--- config.mk ---
export PLATFORM = sky130hd
export DESIGN_NAME = cfg_byte_loader
export DESIGN_NICKNAME = d
export VERILOG_FILES = /design/src/rtl/cfg_ld_pkg.sv /design/src/rtl/cfg_rst_sync.sv /design/src/rtl/cfg_pair_check.sv /design/src/rtl/cfg_prot_decode.sv /design/src/rtl/cfg_ld_seq.sv /design/src/rtl/cfg_byte_loader.sv
export SDC_FILE = /design/constraint.sdc
export NUM_CORES = 1
export LEC_CHECK = 0
export ABC_AREA = 1
export CORE_ASPECT_RATIO = 1.4
export CORE_MARGIN = 2
export CORE_UTILIZATION = 35
export CTS_CLUSTER_SIZE = 30
export DETAILED_ROUTE_END_ITERATION = 8
export GPL_TIMING_DRIVEN = 0
export PLACE_DENSITY = 0.59
export REMOVE_ABC_BUFFERS = 1
export SLEW_MARGIN = 20
export SYNTH_ARGS = -nofsm -noshare
export SYNTH_HDL_FRONTEND = slang
export SYNTH_HIERARCHICAL = 1
export SYNTH_SLANG_ARGS = --single-unit
--- constraint.sdc ---
create_clock -name clk -period 3.85 [get_ports clk]
set_input_delay 0.77 -clock clk [delete_from_list [all_inputs] [get_ports clk]]
set_output_delay 0.77 -clock clk [all_outputs]
set_load 0.05 [all_outputs]
--- src/rtl/cfg_ld_pkg.sv ---
package cfg_ld_pkg;
  typedef enum logic [1:0] {
    PROT_NONE = 2'd0,
    PROT_LOW  = 2'd1,
    PROT_HIGH = 2'd2
  } prot_e;

  localparam logic [7:0] SEC_OPEN_CODE = 8'hA5;
  localparam logic [7:0] SEC_HIGH_CODE = 8'hCC;
endpackage

--- src/rtl/cfg_rst_sync.sv ---
module cfg_rst_sync #(
  parameter int STAGES = 2
) (
  input  logic clk,
  input  logic rst_n,
  output logic rst_sync_n
);
  logic [STAGES-1:0] sync_q;
  logic [STAGES-1:0] sync_d;

  always_comb sync_d = {sync_q[STAGES-2:0], 1'b1};

  always_ff @(posedge clk or negedge rst_n) begin
    if (!rst_n) sync_q <= '0;
    else        sync_q <= sync_d;
  end

  assign rst_sync_n = sync_q[STAGES-1];
endmodule

--- src/rtl/cfg_pair_check.sv ---
module cfg_pair_check #(
  parameter int BYTE_W = 8
) (
  input  logic [BYTE_W-1:0] val_i,
  input  logic [BYTE_W-1:0] cmp_i,
  output logic [BYTE_W-1:0] byte_o,
  output logic              bad_o
);
  logic match;
  logic erased;

  always_comb begin
    match  = (cmp_i == ~val_i);
    erased = (&val_i) && (&cmp_i);
    byte_o = match ? val_i : {BYTE_W{1'b1}};
    bad_o  = !match && !erased;
  end
endmodule

--- src/rtl/cfg_prot_decode.sv ---
module cfg_prot_decode
  import cfg_ld_pkg::*;
(
  input  logic [7:0] sec_byte_i,
  output prot_e      level_o
);
  always_comb begin
    if (sec_byte_i == SEC_OPEN_CODE)      level_o = PROT_NONE;
    else if (sec_byte_i == SEC_HIGH_CODE) level_o = PROT_HIGH;
    else                                  level_o = PROT_LOW;
  end
endmodule

--- src/rtl/cfg_ld_seq.sv ---
module cfg_ld_seq #(
  parameter int NUM_PAIRS = 8,
  localparam int AW = $clog2(NUM_PAIRS),
  localparam int CW = AW + 1
) (
  input  logic          clk,
  input  logic          rst_ni,
  output logic          rd_req,
  output logic [AW-1:0] rd_addr,
  output logic          cap_vld,
  output logic [AW-1:0] cap_idx,
  output logic          done
);
  localparam logic [CW-1:0] ISSUE_END = CW'(NUM_PAIRS);
  localparam logic [AW-1:0] LAST_IDX  = AW'(NUM_PAIRS - 1);

  logic          run_q,  run_d;
  logic [CW-1:0] iss_q,  iss_d;
  logic          vld_q,  vld_d;
  logic [AW-1:0] idx_q,  idx_d;
  logic          done_q, done_d;

  assign rd_req  = run_q && (iss_q != ISSUE_END);
  assign rd_addr = iss_q[AW-1:0];

  always_comb begin
    run_d  = 1'b1;
    iss_d  = rd_req ? iss_q + 1'b1 : iss_q;
    vld_d  = rd_req;
    idx_d  = rd_req ? iss_q[AW-1:0] : idx_q;
    done_d = done_q || (vld_q && (idx_q == LAST_IDX));
  end

  always_ff @(posedge clk or negedge rst_ni) begin
    if (!rst_ni) begin
      run_q  <= 1'b0;
      iss_q  <= '0;
      vld_q  <= 1'b0;
      idx_q  <= '0;
      done_q <= 1'b0;
    end else begin
      run_q  <= run_d;
      iss_q  <= iss_d;
      vld_q  <= vld_d;
      idx_q  <= idx_d;
      done_q <= done_d;
    end
  end

  assign cap_vld = vld_q;
  assign cap_idx = idx_q;
  assign done    = done_q;
endmodule

--- src/rtl/cfg_byte_loader.sv ---
module cfg_byte_loader
  import cfg_ld_pkg::*;
#(
  parameter int NUM_PAIRS = 8,
  parameter int WP_PAIRS  = 4,
  parameter int BYTE_W    = 8,
  localparam int AW         = $clog2(NUM_PAIRS),
  localparam int STAT_PAIRS = NUM_PAIRS - WP_PAIRS
) (
  input  logic                         clk,
  input  logic                         rst_n,
  output logic                         rd_req,
  output logic [AW-1:0]                rd_addr,
  input  logic [2*BYTE_W-1:0]          rd_data,
  output logic                         load_done,
  output logic                         err_flag,
  output logic [1:0]                   prot_lvl,
  output logic [STAT_PAIRS*BYTE_W-1:0] opt_stat,
  output logic [WP_PAIRS*BYTE_W-1:0]   wp_word
);
  logic          rst_ni;
  logic          cap_vld;
  logic [AW-1:0] cap_idx;
  logic          done;
  logic [BYTE_W-1:0] chk_byte;
  logic          chk_bad;
  logic          err_q, err_d;
  prot_e         dec_lvl;
  logic [BYTE_W-1:0] byte_q [NUM_PAIRS];

  cfg_rst_sync #(.STAGES(2)) u_rst (
    .clk        (clk),
    .rst_n      (rst_n),
    .rst_sync_n (rst_ni)
  );

  cfg_ld_seq #(.NUM_PAIRS(NUM_PAIRS)) u_seq (
    .clk     (clk),
    .rst_ni  (rst_ni),
    .rd_req  (rd_req),
    .rd_addr (rd_addr),
    .cap_vld (cap_vld),
    .cap_idx (cap_idx),
    .done    (done)
  );

  cfg_pair_check #(.BYTE_W(BYTE_W)) u_chk (
    .val_i  (rd_data[BYTE_W-1:0]),
    .cmp_i  (rd_data[2*BYTE_W-1:BYTE_W]),
    .byte_o (chk_byte),
    .bad_o  (chk_bad)
  );

  for (genvar p = 0; p < NUM_PAIRS; p++) begin : g_pair
    logic              we;
    logic [BYTE_W-1:0] nxt;

    assign we = cap_vld && (cap_idx == AW'(p));
    always_comb nxt = we ? chk_byte : byte_q[p];

    always_ff @(posedge clk or negedge rst_ni) begin
      if (!rst_ni) byte_q[p] <= {BYTE_W{1'b1}};
      else         byte_q[p] <= nxt;
    end

    if (p < STAT_PAIRS) begin : g_stat
      assign opt_stat[p*BYTE_W +: BYTE_W] = done ? byte_q[p] : {BYTE_W{1'b1}};
    end else begin : g_wp
      assign wp_word[(p-STAT_PAIRS)*BYTE_W +: BYTE_W] = done ? byte_q[p] : {BYTE_W{1'b1}};
    end
  end

  always_comb err_d = err_q || (cap_vld && chk_bad);

  always_ff @(posedge clk or negedge rst_ni) begin
    if (!rst_ni) err_q <= 1'b0;
    else         err_q <= err_d;
  end

  cfg_prot_decode u_dec (
    .sec_byte_i (byte_q[0][7:0]),
    .level_o    (dec_lvl)
  );

  assign load_done = done;
  assign err_flag  = done && err_q;
  assign prot_lvl  = done ? dec_lvl : PROT_HIGH;
endmodule

# Word level (Yosys, flattened, before mapping)

Cells that the tools add are included.

Register bits: 77
Input port bits: 18
Output and inout bits: 72
Logic and storage cells: 60

Add/sub/neg operators: 1
Equality and inequality tests: 11
Muxes and demuxes: 12
Bitwise gates (word level): 1
Reductions and logical operators: 20

Operators by type and width:

| operator              | number |
|---|---|
| $mux W8               | 9 |
| $eq A8 B8 Y1 const B  | 2 |
| $reduce_and A8 Y1     | 2 |
| $logic_and A1 B1 Y1   | 13 |
| $eq A3 B3 Y1 const B  | 4 |
| $eq A8 B8 Y1          | 1 |
| $not A8 Y8            | 1 |
| $eq A3 B2 Y1 const B  | 2 |
| $mux W2               | 3 |
| $add A4 B1 Y4 const B | 1 |
| $ne A4 B4 Y1 const B  | 1 |
| $eq A3 B1 Y1 const B  | 1 |
| $logic_not A3 Y1      | 1 |
| $logic_not A1 Y1      | 2 |
| $logic_or A1 B1 Y1    | 2 |

# Logic depth before layout (Yosys ltp)

Gate-level depths: netlist of the first run.

Depth in word-level cells: 6
Depth in mapped cells: 9
Gate-level depth less buffers: 8

# Hierarchy

The synthesis of the first run kept the hierarchy.

By module, submodules not included:

| module          | times used | cells an instance | area an instance (µm²) | seq. area each (µm²) |
|---|---|---|---|---|
| cfg_byte_loader | 1          | 438               | 3311.9                 | 1706.6 |
| cfg_ld_seq      | 1          | 49                | 465.4                  | 250.2 |
| cfg_pair_check  | 1          | 46                | 193.9                  | 0.0 |
| cfg_prot_decode | 1          | 15                | 60.1                   | 0.0 |
| cfg_rst_sync    | 1          | 3                 | 53.8                   | 50.0 |

# Least setup slack after synthesis of the first run

No wires, ideal clock.

Path type: register -> output
From: reg u_seq.done_q (netlist: u_seq/done)
To: out opt_stat[22]
Arrival time: 1.563 ns
Required time: 3.080 ns
Slack: 1.517 ns
Stages on the path, launching flop included: 4
Buffers on the path: 2
Cells stage by stage: dfrtp_1 buf_2 buf_1 nand2_1

Longest elaborated chain between the ends: 1

RTL lines:

| element                | line                  | source |
|---|---|---|
| start, declared        | cfg_ld_seq.sv:21      | `logic done_q, done_d;` |
| start signal, assigned | cfg_ld_seq.sv:46      | `done_q <= done_d;` |
| $mux W8                | cfg_byte_loader.sv:67 | `assign opt_stat[p*BYTE_W +: BYTE_W] = done ? byte_q[p] : {BYTE_W{1'b1}};` |
| end, declared          | cfg_byte_loader.sv:18 | `output logic [STAT_PAIRS*BYTE_W-1:0] opt_stat,` |

No other way between the ends.

# Worst setup path in the final report of the first run

From: reg u_seq.iss_q[0]
To: out rd_req

Longest elaborated chain between the ends: 2

RTL lines:

| element                | line                  | source |
|---|---|---|
| start, declared        | cfg_ld_seq.sv:18      | `logic [CW-1:0] iss_q, iss_d;` |
| start signal, assigned | cfg_ld_seq.sv:43      | `iss_q <= iss_d;` |
| $ne A4 B4 Y1           | cfg_ld_seq.sv:23      | `assign rd_req = run_q && (iss_q != ISSUE_END);` |
| $logic_and A1 B1 Y1    | cfg_ld_seq.sv:23      |  |
| end, declared          | cfg_byte_loader.sv:12 | `output logic rd_req,` |

No other way between the ends.

==> results of run 1 <==
-- registers in the layout (all words and copies together) (netlist names) --
signal / count
byte_q: 64
u_seq/iss_q: 4
u_seq/cap_idx: 3
u_rst/sync_q: 2
err_q: 1
u_seq/cap_vld: 1
u_seq/done: 1
u_seq/run_q: 1
-- path summary, 6_finish.rpt --
check,depth (start not counted),start,to
worst max-delay path,6,u_seq/iss_q[0]$_DFFE_PN0P_,rd_req
min in group asynchronous,0,u_rst/sync_q[1]$_DFF_PN0_,byte_q[9]$_DFFE_PN1P_
worst min-delay path,0,u_rst/sync_q[0]$_DFF_PN0_,u_rst/sync_q[1]$_DFF_PN0_
worst max register to register,5,u_seq/cap_vld$_DFF_PN0_,byte_q[34]$_DFFE_PN1P_
worst min register to register,0,u_rst/sync_q[0]$_DFF_PN0_,u_rst/sync_q[1]$_DFF_PN0_
max in group asynchronous,1,u_rst/sync_q[1]$_DFF_PN0_,byte_q[13]$_DFFE_PN1P_
-- per-stage QoR --
stage                     util, %  setup slack, ns  cell area, um^2  hold slack [ns]
after floorplan                 -            0.783             3840            0.331
after global placement       43.3            0.285             4910            0.337
after detailed placement     43.8             1.11             4960            0.341
after CTS                    46.6            0.730             5280            0.353
after global routing         46.6            0.582             5280            0.366
final                        46.6            0.754             5280            0.349
-- final cells by class --
class | count | area, um^2 | area share, %
timing repair buffer | 91 | 938 | 17.8
sequential | 77 | 2010 | 38.1
clock inverter | 4 | 72.6 | 1.37
inverter | 90 | 338 | 6.40
tap | 144 | 180 | 3.41
clock buffer | 12 | 246 | 4.67
multi-input combinational | 361 | 1490 | 28.3
-- worst register-to-register path, stage by stage (launching register included) --
cell     delay, ns
dfrtp_1       0.41
inv_1         0.07
nor2_2        0.80
nand2_1       0.44
nand2_1       0.16
nand2_1       0.07
-- cells by family (layout without fill, tap and decap cells) --
group	count (synthesis)	after routing	share of synthesized area (%)
fa+ha+maj	2	2	0.612
simple gates	343	343	33.7
compound gates	13	13	1.84
flops	77	77	49.1
buf+inv	113	197	14.3
xor+xnor	1	1	0.214
other cells	2	2	0.184
-- synthesized netlist by cell type, drive strengths merged --
| cell type | count | area share, % |
|---|---|---|
| dfrtp | 13 | 8.0 |
| nor2 | 22 | 2.8 |
| o21ai | 12 | 1.7 |
| buf | 11 | 1.7 |
| inv | 90 | 8.3 |
| dfstp | 64 | 41 |
| conb | 2 | 0.18 |
| ha | 2 | 0.61 |
| nand2 | 282 | 26 |
| a21o | 1 | 0.18 |
| bufbuf | 8 | 3.7 |
| nand4 | 3 | 0.46 |
| nand3 | 36 | 4.5 |
| xnor2 | 1 | 0.21 |
| clkbuf | 4 | 0.61 |
-- per-layer routing --
layer	GRT usage [%]	up-vias	wire (um)
li1	-	1764	-
met1	20.3	1576	4030
met2	28.5	58	5140
met3	2.69	8	345
met4	4.83	0	119
met5	0	-	0
==> run_results.csv, run 1 <==
group,metric,value,unit
timing,finalSetupViolations,0,
detailed_routing,vias,3406,
detailed_routing,drtIter0Drc,197,
timing,fmax,323,MHz
detailed_routing,drc_errors,0,
detailed_routing,viasPerCell,4.37,
timing,hold_violations,0,
timing,fin_worst_skew,0.00620,ns
synth,netlist_instances,551,
clocking,cts.sinks,77,
synth,ys_seq_area_share,49.1,%
timing,post-route-min-period,3.10,ns
timing,grt_setup_unrepaired,"false",
clocking,cts_root_buffer,"clkbuf_16",
critical_path,cpMostUsedCell,"inv_1",
die,ios,90,
clocking,path_clk_slew,0.06,ns
detailed_routing,drtAntennaViolNets,0,
critical_path,critPathKind,"reg2out",
timing,max-slew-margin-rel,29.2,%
critical_path,ff2ff_setup_slack,1.84,ns
die,die_x,95.3,um
synth,synth.distinct_cells,26,
layout,n_antenna_cell,0,
critical_path,critPathCaptureType,"primary output",
critical_path,cp_num_buf_inv,3,
clocking,htreeDepth,3,
layout,final_cell_mix,"281 x nand2_1, 89 x inv_1, 89 x clkdlybuf4s50_1",
die,rows,46,
critical_path,path_cells,"inv_1 -> ha_1 -> nand3_2 -> nand2_2 -> inv_1 -> clkdlybuf4s50_1",
layout,final_layout_size_suffix_gt1_share,14.6,%
place,dp_cells,763,
die,fp.coreArea,11300,um^2
detailed_routing,wire_per_inst,12.4,um
clocking,insertion_delay,0.33,ns
timing,finalMaxSlewViolations,0,
clocking,post-cts-setup-buffers,0,
critical_path,max_stage_delay,0.83,ns
status,status,"complete, no violations",
global_routing,antenna_found_initial,0,
layout,nets,650,
hold_path,min-delay-path-class,"reg2reg",
die,die_h,132,um
detailed_routing,first_pass_iters,4,
critical_path,cp.required,3.08,ns
synth,yosys_warnings,6,
job,max_cap_viol_count,0,
synth,syn_avg_cell_area,7.41,um^2
place,dp_hpwl,6.92,mm
clocking,clockBufferDepth,2,
critical_path,critPathSlowestCell,"clkdlybuf4s50_1",
die,start_util,36.0,%
critical_path,startpoint_type,"register",
clocking,cts_tree,"done",
critical_path,critPathTopFamily,"buffers and inverters",
layout,final_cells,779,
layout,nFillCells,1172,
global_routing,grt_pass1_vias,3293,
layout,final_common_cell,"nand2_1",
critical_path,arrival,2.33,ns
die,die-area,12600,um^2
clocking,ctsResizeCount,0,
synth,synth_area,4090,um^2
detailed_routing,wirelength,9.64,mm
place,gp_congestion,0.755,
timing,finalSetupTns,0,ns
clocking,numCtsBuffers,9,
layout,areaGrowthSynthToFinish,29.3,%
timing,fin_crit_sh,80.4,%
synth,yosys_register_bits,77,
critical_path,path_max_fanout,12,
global_routing,grt-ovfl-total,0,
timing,tightestPinTransition,1.06,ns
global_routing,grt_pass1_wl,16.1,mm
place,io_buffer_count,89,
global_routing,grt_max_degree,60,
global_routing,grt_usage,16.3,%
clocking,cts_hold_buf,0,
Power of run 1 is left out: the tool's default activity adds up to more than one toggle a clock period on the data nets, which glitch-free logic cannot reach.
==> run 2, diff against run 1 <==
PLACE_DENSITY = 0.61   (was 0.59)
clock period = 2.82 ns   (was 3.85 ns; I/O delays follow)
==> run_results.csv, run 2 (synthesis gave the netlist of run 1 again) <==
group,metric,value,unit
detailed_routing,viasPerCell,4.49,
layout,final_layout_size_suffix_gt1_share,14.8,%
clocking,clockBufferDepth,2,
clocking,htreeDepth,3,
layout,areaGrowthSynthToFinish,28.4,%
timing,fmax,375,MHz
critical_path,r2r-start,"u_seq/cap_vld$_DFF_PN0_",
critical_path,arrival,2.10,ns
die,die_x,95.3,um
critical_path,critPathCaptureType,"primary output",
die,rows,46,
timing,fin_worst_skew,0.00947,ns
clocking,post-cts-setup-buffers,0,
clocking,cts_root_buffer,"clkbuf_16",
critical_path,startpoint_type,"register",
detailed_routing,wire_per_inst,12.2,um
place,dp_hpwl,6.99,mm
layout,n_antenna_cell,0,
layout,top_register,"byte_q",
critical_path,reg2reg_depth,5,
critical_path,ff2ff_setup_slack,0.86,ns
place,io_buffer_count,89,
global_routing,grt_usage,16.0,%
die,start_util,36.0,%
die,ios,90,
clocking,numCtsBuffers,9,
timing,max-slew-margin-rel,30.5,%
die,fp.coreArea,11300,um^2
critical_path,critPathKind,"reg2out",
global_routing,grt_max_degree,39,
detailed_routing,wirelength,9.52,mm
clocking,cts_tree,"done",
critical_path,cp-startpoint,"u_seq/done$_DFF_PN0_",
critical_path,cp.required,2.26,ns
detailed_routing,drtAntennaViolNets,0,
place,dpl_worst_slack,0.255,ns
clocking,path_clk_slew,0.06,ns
clocking,cts.sinks,77,
critical_path,regToRegEndpoint,"byte_q[50]$_DFFE_PN1P_",
place,gp_congestion,0.772,
timing,grt_setup_unrepaired,"false",
layout,nets,650,
timing,fin_crit_sh,94.5,%
job,max_cap_viol_count,0,
critical_path,path_max_fanout,36,
status,status,"complete, no violations",
critical_path,crit_end,"wp_word[6]",
timing,tightestPinTransition,1.04,ns
global_routing,antenna_found_initial,0,
timing,finalSetupViolations,0,
detailed_routing,first_pass_iters,5,
die,die-area,12600,um^2
layout,nFillCells,1155,
detailed_routing,drtIter0Drc,153,
global_routing,grt_pass1_wl,15.9,mm
timing,hold_violations,0,
detailed_routing,vias,3497,
detailed_routing,drc_errors,0,
timing,setup_ws,0.156,ns
timing,post-route-min-period,2.66,ns
die,die_h,132,um
hold_path,hold_depth,0,
global_routing,grt_pass1_vias,3279,
global_routing,grt-ovfl-total,0,
clocking,insertion_delay,0.33,ns
layout,final_common_cell,"nand2_1",
timing,finalMaxSlewViolations,0,
layout,final_cell_mix,"281 x nand2_1, 89 x inv_1, 87 x clkdlybuf4s50_1",
hold_path,min-delay-path-class,"reg2reg",
layout,largest_register_ff_count,64,
-- run 2: timing repair --
action / CTS / global route
hold buffers: 0 / 0
gates resized for setup: 2 / 1
endpoints found under the setup margin: 2 / 1
-- run 2: metrics by stage --
| stage | area, um^2 | instances | hold WS, ns | TNS [ns] | utilization (%) |
|---|---|---|---|---|---|
| after floorplan | 3840 | 528 | 0.268 | -2.64 | - |
| after global placement | 4910 | 761 | 0.337 | -27.45 | 43.3 |
| after detailed placement | 4960 | 763 | 0.346 | 0 | 43.8 |
| after CTS | 5240 | 779 | 0.360 | 0 | 46.2 |
| after global routing | 5250 | 779 | 0.375 | 0 | 46.3 |
| final | 5250 | 779 | 0.358 | 0 | 46.3 |
-- run 2: metal layers --
metal / wire (um) / part of all wire, % / GRT usage (%) / up-vias
met2: 4960 / 52 / 27.7 / 97
met5: 0 / 0 / 0 / -
met4: 196 / 2.1 / 5.31 / 0
met3: 403 / 4.2 / 2.74 / 20
met1: 3960 / 42 / 19.7 / 1612
li1: - / - / - / 1768
-- run 2: worst min path at each step --
stage,from,slack [ns],endpoint
floorplan,rst_n,0.27,u_rst/sync_q[0]$_DFF_PN0_
global placement,u_rst/sync_q[0]$_DFF_PN0_,0.34,u_rst/sync_q[1]$_DFF_PN0_
detailed placement,u_rst/sync_q[0]$_DFF_PN0_,0.35,u_rst/sync_q[1]$_DFF_PN0_
CTS,u_rst/sync_q[0]$_DFF_PN0_,0.36,u_rst/sync_q[1]$_DFF_PN0_
global route,u_rst/sync_q[0]$_DFF_PN0_,0.38,u_rst/sync_q[1]$_DFF_PN0_
finish,u_rst/sync_q[0]$_DFF_PN0_,0.36,u_rst/sync_q[1]$_DFF_PN0_
-- run 2: cell type report --
type                    count  area (um^2)  area share (%)
clock buffers              12          256            4.89
clock inverters             4         23.8           0.453
inverters                  90          338            6.44
multi-input cells         361         1490            28.5
flip-flops and latches     77         2010            38.4
well taps                 144          180            3.43
repair buffers             91          940            17.9
-- run 2: critical path: stages (launching register included) --
cell             delay [ns]
dfrtp_4                0.64
buf_16                 0.24
nand2_1                0.08
clkdlybuf4s50_1        0.81
Power of run 2 is left out for the same reason.
